<file path="src/rtl/dle_rx_pkg.sv">
package dle_rx_pkg;
  typedef enum logic [2:0] {
    ST_HUNT     = 3'd0,
    ST_HUNT_ESC = 3'd1,
    ST_BODY     = 3'd2,
    ST_BODY_ESC = 3'd3,
    ST_CHECK    = 3'd4
  } rx_state_t;
endpackage

</file>
<file path="src/rtl/dle_frame_fsm.sv">
module dle_frame_fsm
  import dle_rx_pkg::*;
#(
  parameter int                BYTE_W   = 8,
  parameter logic [BYTE_W-1:0] DLE_CODE = 'h10,
  parameter logic [BYTE_W-1:0] STX_CODE = 'h02,
  parameter logic [BYTE_W-1:0] ETX_CODE = 'h03
) (
  input  logic              clk,
  input  logic              rst_n,
  input  logic              in_valid,
  input  logic [BYTE_W-1:0] in_byte,
  output logic              pay_stb,
  output logic [BYTE_W-1:0] pay_byte,
  output logic              open_stb,
  output logic              close_stb,
  output logic              abort_stb,
  output logic              chk_stb
);
  rx_state_t state_q, state_d;
  logic      is_dle, is_stx, is_etx;

  assign is_dle   = (in_byte == DLE_CODE);
  assign is_stx   = (in_byte == STX_CODE);
  assign is_etx   = (in_byte == ETX_CODE);
  assign pay_byte = in_byte;

  always_comb begin
    state_d   = state_q;
    pay_stb   = 1'b0;
    open_stb  = 1'b0;
    close_stb = 1'b0;
    abort_stb = 1'b0;
    chk_stb   = 1'b0;
    if (in_valid) begin
      case (state_q)
        ST_HUNT: begin
          if (is_dle) state_d = ST_HUNT_ESC;
        end
        ST_HUNT_ESC: begin
          if (is_stx) begin
            open_stb = 1'b1;
            state_d  = ST_BODY;
          end else if (!is_dle) begin
            state_d  = ST_HUNT;
          end
        end
        ST_BODY: begin
          if (is_dle) state_d = ST_BODY_ESC;
          else        pay_stb = 1'b1;
        end
        ST_BODY_ESC: begin
          if (is_dle) begin
            pay_stb   = 1'b1;
            state_d   = ST_BODY;
          end else if (is_stx) begin
            open_stb  = 1'b1;
            state_d   = ST_BODY;
          end else if (is_etx) begin
            close_stb = 1'b1;
            state_d   = ST_CHECK;
          end else begin
            abort_stb = 1'b1;
            state_d   = ST_HUNT;
          end
        end
        ST_CHECK: begin
          chk_stb = 1'b1;
          state_d = ST_HUNT;
        end
        default: state_d = ST_HUNT;
      endcase
    end
  end

  always_ff @(posedge clk or negedge rst_n) begin
    if (!rst_n)        state_q <= ST_HUNT;
    else if (in_valid) state_q <= state_d;
  end

  assert_idle_holds_state_R9: assert property (@(posedge clk) disable iff (!rst_n)
    !in_valid |=> $stable(state_q));

  assert_check_is_one_beat_R8: assert property (@(posedge clk) disable iff (!rst_n)
    (in_valid && state_q == ST_CHECK) |=> (state_q == ST_HUNT));

  assert_single_event_R10: assert property (@(posedge clk) disable iff (!rst_n)
    $onehot0({pay_stb, open_stb, close_stb, abort_stb, chk_stb}));
endmodule

</file>
<file path="src/rtl/dle_hold_stage.sv">
module dle_hold_stage #(
  parameter int BYTE_W = 8
) (
  input  logic              clk,
  input  logic              rst_n,
  input  logic              pay_stb,
  input  logic [BYTE_W-1:0] pay_byte,
  input  logic              open_stb,
  input  logic              close_stb,
  input  logic              abort_stb,
  output logic              out_valid,
  output logic [BYTE_W-1:0] out_byte,
  output logic              out_sof,
  output logic              out_eof
);
  logic              pend_vld_q, pend_vld_d;
  logic [BYTE_W-1:0] pend_byte_q, pend_byte_d;
  logic              pend_first_q, pend_first_d;
  logic              seen_q, seen_d;
  logic              emit, emit_eof, pend_en;

  assign pend_en = pay_stb | open_stb | close_stb | abort_stb;

  always_comb begin
    pend_vld_d   = pend_vld_q;
    pend_byte_d  = pend_byte_q;
    pend_first_d = pend_first_q;
    seen_d       = seen_q;
    emit         = 1'b0;
    emit_eof     = 1'b0;
    if (open_stb || abort_stb) begin
      pend_vld_d = 1'b0;
      seen_d     = 1'b0;
    end else if (pay_stb) begin
      emit         = pend_vld_q;
      pend_vld_d   = 1'b1;
      pend_byte_d  = pay_byte;
      pend_first_d = !seen_q;
      seen_d       = 1'b1;
    end else if (close_stb) begin
      emit       = pend_vld_q;
      emit_eof   = pend_vld_q;
      pend_vld_d = 1'b0;
      seen_d     = 1'b0;
    end
  end

  always_ff @(posedge clk or negedge rst_n) begin
    if (!rst_n) begin
      pend_vld_q   <= 1'b0;
      pend_byte_q  <= '0;
      pend_first_q <= 1'b0;
      seen_q       <= 1'b0;
    end else if (pend_en) begin
      pend_vld_q   <= pend_vld_d;
      pend_byte_q  <= pend_byte_d;
      pend_first_q <= pend_first_d;
      seen_q       <= seen_d;
    end
  end

  always_ff @(posedge clk or negedge rst_n) begin
    if (!rst_n) begin
      out_valid <= 1'b0;
      out_sof   <= 1'b0;
      out_eof   <= 1'b0;
    end else begin
      out_valid <= emit;
      out_sof   <= emit & pend_first_q;
      out_eof   <= emit_eof;
    end
  end

  always_ff @(posedge clk or negedge rst_n) begin
    if (!rst_n)    out_byte <= '0;
    else if (emit) out_byte <= pend_byte_q;
  end

  assert_eof_carries_byte_R3: assert property (@(posedge clk) disable iff (!rst_n)
    out_eof |-> out_valid);

  assert_sof_carries_byte_R3: assert property (@(posedge clk) disable iff (!rst_n)
    out_sof |-> out_valid);

  assert_pending_quiet_R9: assert property (@(posedge clk) disable iff (!rst_n)
    !pend_en |=> $stable(pend_vld_q) && $stable(pend_byte_q));

  assert_drop_on_restart_R7: assert property (@(posedge clk) disable iff (!rst_n)
    (open_stb || abort_stb) |=> !out_valid && !pend_vld_q);
endmodule

</file>
<file path="src/rtl/dle_sum_check.sv">
module dle_sum_check #(
  parameter int BYTE_W = 8
) (
  input  logic              clk,
  input  logic              rst_n,
  input  logic              pay_stb,
  input  logic [BYTE_W-1:0] pay_byte,
  input  logic              open_stb,
  input  logic              abort_stb,
  input  logic              chk_stb,
  input  logic [BYTE_W-1:0] chk_byte,
  output logic              frame_good,
  output logic              frame_bad
);
  localparam int SUM_W = BYTE_W;

  logic [SUM_W-1:0] sum_q, sum_d, total;
  logic             sum_en, good_d, bad_d;

  assign sum_en = pay_stb | open_stb | abort_stb;
  assign total  = sum_q + chk_byte;

  always_comb begin
    sum_d = sum_q;
    if (open_stb || abort_stb) sum_d = '0;
    else if (pay_stb)          sum_d = sum_q + pay_byte;
  end

  always_comb begin
    good_d = chk_stb && (total == '0);
    bad_d  = (chk_stb && (total != '0)) || abort_stb;
  end

  always_ff @(posedge clk or negedge rst_n) begin
    if (!rst_n)      sum_q <= '0;
    else if (sum_en) sum_q <= sum_d;
  end

  always_ff @(posedge clk or negedge rst_n) begin
    if (!rst_n) begin
      frame_good <= 1'b0;
      frame_bad  <= 1'b0;
    end else begin
      frame_good <= good_d;
      frame_bad  <= bad_d;
    end
  end

  assert_verdict_exclusive_R10: assert property (@(posedge clk) disable iff (!rst_n)
    !(frame_good && frame_bad));

  assert_good_is_pulse_R5: assert property (@(posedge clk) disable iff (!rst_n)
    frame_good |=> !frame_good);

  assert_bad_is_pulse_R8: assert property (@(posedge clk) disable iff (!rst_n)
    frame_bad |=> !frame_bad);

  assert_sum_cleared_on_open_R7: assert property (@(posedge clk) disable iff (!rst_n)
    open_stb |=> (sum_q == '0));
endmodule

</file>
<file path="src/rtl/dle_frame_rx.sv">
module dle_frame_rx #(
  parameter int                BYTE_W   = 8,
  parameter logic [BYTE_W-1:0] DLE_CODE = 'h10,
  parameter logic [BYTE_W-1:0] STX_CODE = 'h02,
  parameter logic [BYTE_W-1:0] ETX_CODE = 'h03
) (
  input  logic              clk,
  input  logic              rst_n,
  input  logic              in_valid,
  input  logic [BYTE_W-1:0] in_byte,
  output logic              out_valid,
  output logic [BYTE_W-1:0] out_byte,
  output logic              out_sof,
  output logic              out_eof,
  output logic              frame_good,
  output logic              frame_bad
);
  logic              pay_stb, open_stb, close_stb, abort_stb, chk_stb;
  logic [BYTE_W-1:0] pay_byte;

  dle_frame_fsm #(
    .BYTE_W  (BYTE_W),
    .DLE_CODE(DLE_CODE),
    .STX_CODE(STX_CODE),
    .ETX_CODE(ETX_CODE)
  ) u_fsm (
    .clk      (clk),
    .rst_n    (rst_n),
    .in_valid (in_valid),
    .in_byte  (in_byte),
    .pay_stb  (pay_stb),
    .pay_byte (pay_byte),
    .open_stb (open_stb),
    .close_stb(close_stb),
    .abort_stb(abort_stb),
    .chk_stb  (chk_stb)
  );

  dle_hold_stage #(.BYTE_W(BYTE_W)) u_hold (
    .clk      (clk),
    .rst_n    (rst_n),
    .pay_stb  (pay_stb),
    .pay_byte (pay_byte),
    .open_stb (open_stb),
    .close_stb(close_stb),
    .abort_stb(abort_stb),
    .out_valid(out_valid),
    .out_byte (out_byte),
    .out_sof  (out_sof),
    .out_eof  (out_eof)
  );

  dle_sum_check #(.BYTE_W(BYTE_W)) u_sum (
    .clk       (clk),
    .rst_n     (rst_n),
    .pay_stb   (pay_stb),
    .pay_byte  (pay_byte),
    .open_stb  (open_stb),
    .abort_stb (abort_stb),
    .chk_stb   (chk_stb),
    .chk_byte  (in_byte),
    .frame_good(frame_good),
    .frame_bad (frame_bad)
  );

  assert_output_needs_beat_R9: assert property (@(posedge clk) disable iff (!rst_n)
    (out_valid || frame_good || frame_bad) |-> $past(in_valid));
endmodule

</file>
<file path="config.mk">
export PLATFORM = sky130hd
export DESIGN_NAME = dle_frame_rx
export DESIGN_NICKNAME = d
export VERILOG_FILES = /design/src/rtl/dle_rx_pkg.sv /design/src/rtl/dle_frame_fsm.sv /design/src/rtl/dle_hold_stage.sv /design/src/rtl/dle_sum_check.sv /design/src/rtl/dle_frame_rx.sv
export SDC_FILE = /design/constraint.sdc
export NUM_CORES = 1
export LEC_CHECK = 0
export ABC_AREA = 1
export ABC_CLOCK_PERIOD_IN_PS = 2300
export BUFFER_PORTS_ARGS = -buffer_cell sky130_fd_sc_hd__buf_2
export CORE_AREA = 2 2 45 88
export CTS_CLUSTER_SIZE = 24
export DETAILED_ROUTE_END_ITERATION = 16
export DIE_AREA = 0 0 47 90
export GPL_TIMING_DRIVEN = 0
export MAX_ROUTING_LAYER = met4
export PLACE_DENSITY = 0.82
export SKIP_LAST_GASP = 1
export SLEW_MARGIN = 20
export SYNTH_ARGS = -nofsm -noshare
export SYNTH_HDL_FRONTEND = slang
export SYNTH_SLANG_ARGS = --single-unit
</file>
<file path="constraint.sdc">
create_clock -name clk -period 2.3 [get_ports clk]
set_input_delay 0.345 -clock clk [delete_from_list [all_inputs] [get_ports clk]]
set_output_delay 0.345 -clock clk [all_outputs]
set_load 0.005 [all_outputs]
</file>
Word level (Yosys, flattened, before mapping)
Index checks and enable logic that the tools add are counted.
{"block": "totals", "ff_bits": 34, "latch_bits": 0, "ramBits": 0, "romBits": 0, "input_bits": 11, "output_inout_bits": 13, "elab_cells": 80, "n_memories": 0}
{"block": "classes", "n_addsub": 1, "n_mul": 0, "div_mod_pow": 0, "n_lt_le_gt_ge": 0, "eq_ne": 10, "shift": 0, "n_mux": 38, "bitwise": 6, "n_reduce_logical": 14}
{"cell": "two-way mux 1 bit", "count": 26}
{"cell": "two-way mux 3 bit", "count": 7}
{"cell": "== test 8 x 2 -> 1 bit (second input constant)", "count": 2}
{"cell": "two-way mux 8 bit", "count": 2}
{"cell": "one-hot mux 3 bit (4 select lines)", "count": 1}
{"cell": "adder 8 bit", "count": 1}
{"cell": "== test 8 x 5 -> 1 bit (second input constant)", "count": 1}
{"cell": "zero test 8 bit", "count": 1}
{"cell": "nonzero test 8 bit", "count": 1}
{"cell": "== test 3 x 2 -> 1 bit (second input constant)", "count": 2}
{"cell": "inequality test 2 x 1 -> 1 bit (second input constant)", "count": 2}
{"cell": "bitwise OR 1 bit", "count": 4}
{"cell": "one-hot mux 1 bit (2 select lines)", "count": 2}
{"cell": "AND reduction 2 bit", "count": 2}
{"cell": "AND reduction 4 bit", "count": 1}
{"cell": "== test 3 x 1 -> 1 bit (second input constant)", "count": 1}
{"cell": "== test 3 bit (second input constant)", "count": 1}
{"cell": "zero test 3 bit", "count": 1}
{"cell": "inequality test 3 bit (second input constant)", "count": 1}
{"cell": "AND reduction 3 bit", "count": 1}
{"cell": "nonzero test 3 bit", "count": 1}
{"cell": "logical AND 1 bit", "count": 2}
{"cell": "logical OR 1 bit", "count": 2}
{"cell": "nonzero test 2 bit", "count": 1}
{"cell": "other kinds (3)", "count": 3}

Longest topological paths before layout
{"block": "depth", "word_depth": 10, "ltp_mapped": 11, "depth_no_buf": 11}

Modules after synthesis
From an unflattened synthesis, not the netlist that was laid out.
{"block": "unflattened", "cells_unflattened": 307, "area_unflattened_um2": 2309.7}
{"mod": "dle_sum_check", "instances": 1, "cells_each": 150, "area_per_inst_um2": 1043.5, "seq_area_each_um2": 250.2}
{"mod": "dle_hold_stage", "instances": 1, "cells_each": 87, "area_per_inst_um2": 858.3, "seq_area_each_um2": 525.5}
{"mod": "dle_frame_fsm", "instances": 1, "cells_each": 70, "area_per_inst_um2": 407.9, "seq_area_each_um2": 75.1}

Worst setup path after synthesis
OpenSTA, ideal clock, no wires.
{"block": "synth_path", "kind": "register to register", "from": "reg u_sum.sum_q[0]", "to": "reg u_sum.frame_bad", "setup_ns": 0.116, "t_arrival_ns": 1.723, "required_ns": 2.184, "setup_slack_ns": 0.460, "stages_incl_launch_ff": 10, "n_path_buf": 0, "synth_period_minus_slack_ns": 1.840, "path_cell_list": "dfrtp_1 -> ha_1 -> fa_1 -> or2_2 -> nor2_1 -> nand3_1 -> nor2_1 -> nand2_1 -> nand2_1 -> nand2_1"}
{"block": "synth_between", "elab_chain_cells": 4}
{"item": "start, declared", "line_no": "dle_sum_check.sv:17", "rtl": "logic [SUM_W-1:0] sum_q, sum_d, total;"}
{"item": "start signal, assigned", "line_no": "dle_sum_check.sv:36", "rtl": "else if (sum_en) sum_q <= sum_d;"}
{"item": "adder 8 bit", "line_no": "dle_sum_check.sv:21", "rtl": "assign total = sum_q + chk_byte;"}
{"item": "nonzero test 8 bit", "line_no": "dle_sum_check.sv:31", "rtl": "bad_d = (chk_stb && (total != '0)) || abort_stb;"}
{"item": "logical AND 1 bit", "line_no": "dle_sum_check.sv:31"}
{"item": "logical OR 1 bit", "line_no": "dle_sum_check.sv:31"}
{"item": "named net u_sum.bad_d", "line_no": "dle_sum_check.sv:18", "rtl": "logic sum_en, good_d, bad_d;"}
{"item": "end signal, assigned", "line_no": "dle_sum_check.sv:42", "rtl": "frame_bad <= 1'b0;"}
{"item": "end signal, assigned", "line_no": "dle_sum_check.sv:45", "rtl": "frame_bad <= bad_d;"}
{"item": "end, declared", "line_no": "dle_sum_check.sv:13", "rtl": "output logic frame_bad"}
The timed path passes the listed nets, and every way through them passes these cells.
A chain may end at the register's enable or synchronous reset.

Worst setup path in the final report
Ends and elaborated chain as after synthesis.

==> results.json <==
{
  "yosys-mux-area-fraction": 0,
  "cts_setup_buffers": 0,
  "syn_inst": 250,
  "dp_hpwl_um": 3080,
  "initial_utilization": 0.543,
  "yosysMostFrequentCell": "nand2_1",
  "clockBufferDepth": 2,
  "met2_length_um": 2290,
  "synthTopCellsByCount": "nand2_1 (86), dfrtp_1 (34), nand3_1 (32)",
  "utilization": 0.623,
  "synth_area_leader_cell": "dfrtp_1",
  "crit_path_end_kind": "register",
  "tightest_slew_ps": 750,
  "grt_overflow_total": 0,
  "cts-htree-levels": 2,
  "grt_pass1_wl_um": 7270,
  "path_class": "reg -> reg",
  "gp_congestion": 0.811,
  "cp_cell_sequence": "ha_1, fa_1, or2_2, nor2_1, nand3_1, nor2_1, nand2_1, nand2_1, nand2_1",
  "internal-power_mw": 1.51,
  "cts_tree": "built",
  "slew_violations": 0,
  "period_share": 0.892,
  "ys_seq_area_frac": 0.439,
  "wirelength_um": 3950,
  "multiInputGateArea_sq_um": 941,
  "vias": 1694,
  "viasPerCell": 5.13,
  "first_global_vias": 1718,
  "remaining_drc_errors": 0,
  "fin_skew_ps": 7.95,
  "die-area_sq_um": 4230,
  "yosys.area_share.simple": 0.375,
  "maxSlewHeadroom": 0.500,
  "syn2layout_area_growth_pct": 14.7,
  "ant_nets": 0,
  "coreArea_sq_um": 3570,
  "cap_violations": 0,
  "slowest_delay_ps": 480,
  "fp.dieH_um": 90,
  "fillCellCount": 352,
  "die_w_um": 47,
  "cts_made_buffers": 5,
  "sw_frac_of_total": 0.377,
  "startpoint_type": "register",
  "synthDistinctLibCells": 29,
  "clock.fmax_mhz": 487,
  "synth_area_leaders": "dfrtp_1 (44%), nand2_1 (17%), nand3_1 (8.3%)",
  "met3_length_um": 101,
  "ir_worst_vdd_v": 0.000629,
  "antenna_found_initial": 0,
  "syn_area_per_cell_sq_um": 7.75,
  "crit_required_ps": 2480,
  "dr.first_iter.drc_count": 36,
  "ys.warnings.count": 0,
  "clkTransAtPathRegs_ps": 70,
  "regArea_sq_um": 851,
  "hold_class": "in -> async",
  "hold_violations": 0,
  "row_count": 31,
  "worstPathArrival_ps": 2230,
  "p_per_area_nw_per_um2": 1090,
  "power.clock.fraction": 0.223,
  "final.setup.tns_ps": 0,
  "track_usage": 0.239,
  "dominantRegCellSynth": "dfrtp_1",
  "outcome": "finished, final reports clean",
  "synth_edf_count": 0,
  "clockRootBuffer": "clkbuf_8",
  "synth_compound_area_frac": 0.0459,
  "period_minus_slack_ps": 2050,
  "finalSetupViolCount": 0,
  "syn_area_sq_um": 1940,
  "yosysTopAreaCellShare": 0.439,
  "slowest_stage": "fa_1",
  "p_comb_frac": 0.384,
  "ys_ff_latch": 34,
  "routed_wire_length_per_instance_um": 12.0,
  "switchingPower_uw": 911,
  "synth_top_family_by_area": "simple AND/OR/NAND/NOR gates",
  "path_max_fanout": 3,
  "first_pass_iters": 6,
  "cts-resized-gates": 0,
  "leakagePower_nw": 1.27,
  "syn-num-nets": 269,
  "insertion_delay_ps": 280,
  "top_layer_used": "met4",
  "p_seq_frac": 0.393,
  "grt_start_max_net_pins": 35,
  "ctsHoldBuffers": 0,
  "rsz0062_at_grt": "false",
  "synthAdderAreaFrac": 0.0556,
  "port_buffers": 23,
  "critPathMostFrequentCell": "nand2_1",
  "wl_met1_um": 1450,
  "num_io_pins": 24,
  "synth-xor-area-share": 0.00904,
  "n_antenna_cell": 0,
  "final_nets": 299,
  "drive_gt1_frac": 0.181,
  "clock_sinks": 34,
  "synth-async-reset-ratio": 1.00
}
## stage by stage
stage                     hold WS (ps)  setup slack, ps  instance area (sq um)  cells  power (mW)
after floorplan                   49.4              460                   1940    250        1.64
after global placement             444              163                   2110    322        1.85
after detailed placement           452              139                   2110    322        1.89
after CTS                          142              254                   2220    330        2.44
after global routing               178              176                   2220    330        2.66
final                              120              248                   2220    330        2.42
## layer usage
layer  up-vias  track usage
met1       779        0.249
met5         -            -
met3         9       0.0382
met4         0        0.137
li1        865            -
met2        41        0.396
## cells in the final DEF (no fill, tap or decap)
cell / instances
a21oi_1: 2
and3_1: 1
buf_2: 24
buf_6: 2
bufinv_16: 1
clkbuf_8: 5
clkinv_2: 3
dfrtp_1: 34
fa_1: 1
ha_1: 7
inv_1: 28
inv_2: 2
nand2_1: 86
nand2_2: 1
nand2_4: 1
nand2_8: 1
nand3_1: 32
nand3_2: 2
nand3_4: 1
nand4_1: 7
nor2_1: 19
nor2_2: 2
nor2_4: 2
nor4_1: 1
o211ai_1: 1
o21ai_0: 5
o21ai_1: 4
o21ai_2: 3
or2_2: 1
xnor2_1: 1
xor2_1: 1
## cell families after synthesis
group,Yosys count
AND/OR/NAND/NOR,157
buffers and inverters,34
flip-flops,34
XOR/XNOR,2
AO/OA/AOI/OAI,15
adder cells (fa/ha/maj),8
## final timing paths
path                       slack, ps          startpoint                    end  cells after the start
setup / recovery                 250      u_sum.sum_q[0]        u_sum.frame_bad                      9
hold / removal                   120               rst_n     u_hold.out_byte[3]                      1
setup reg to reg                 250      u_sum.sum_q[0]        u_sum.frame_bad                      9
hold reg to reg                  460  u_hold.out_byte[4]     u_hold.out_byte[4]                      2
max in group asynchronous       1690               rst_n     u_hold.out_byte[0]                      1
min in group clk                 320          in_byte[3]  u_hold.pend_byte_q[3]                      3
## layout make-up
cell class                 instances  area share
timing repair buffer              23      0.0518
clock inverter                     3      0.0180
inverter                          31      0.0529
multi-input combinational        182       0.423
tap                               49      0.0276
clock buffer                       5      0.0310
buffer                             3      0.0124
sequential                        34       0.383
## sequential cells by signal, indices dropped and copies added, names as in the netlist, 3 cells and up
name	flops
u_sum.sum_q	8
u_hold.out_byte	8
u_fsm.state_q	3
u_hold.pend_byte_q	8
## power groups by stage
| stage | clock, mW | sequential [mW] | combinational, mW |
|---|---|---|---|
| finish | 0.539 | 0.949 | 0.928 |
| global route | 0.582 | 0.978 | 1.10 |
| CTS | 0.549 | 0.949 | 0.942 |
| floorplan | 0 | 0.938 | 0.701 |
| global placement | 0 | 0.946 | 0.907 |
| detailed placement | 0 | 0.958 | 0.934 |
## critical path: cells and delay by family, from the launching register on
family | cells | cell delay (ps)
adders and majority gates | 2 | 710
and+or+nand+nor | 7 | 850
DFF | 1 | 390
No activity file was read; power rests on OpenSTA's default activity.
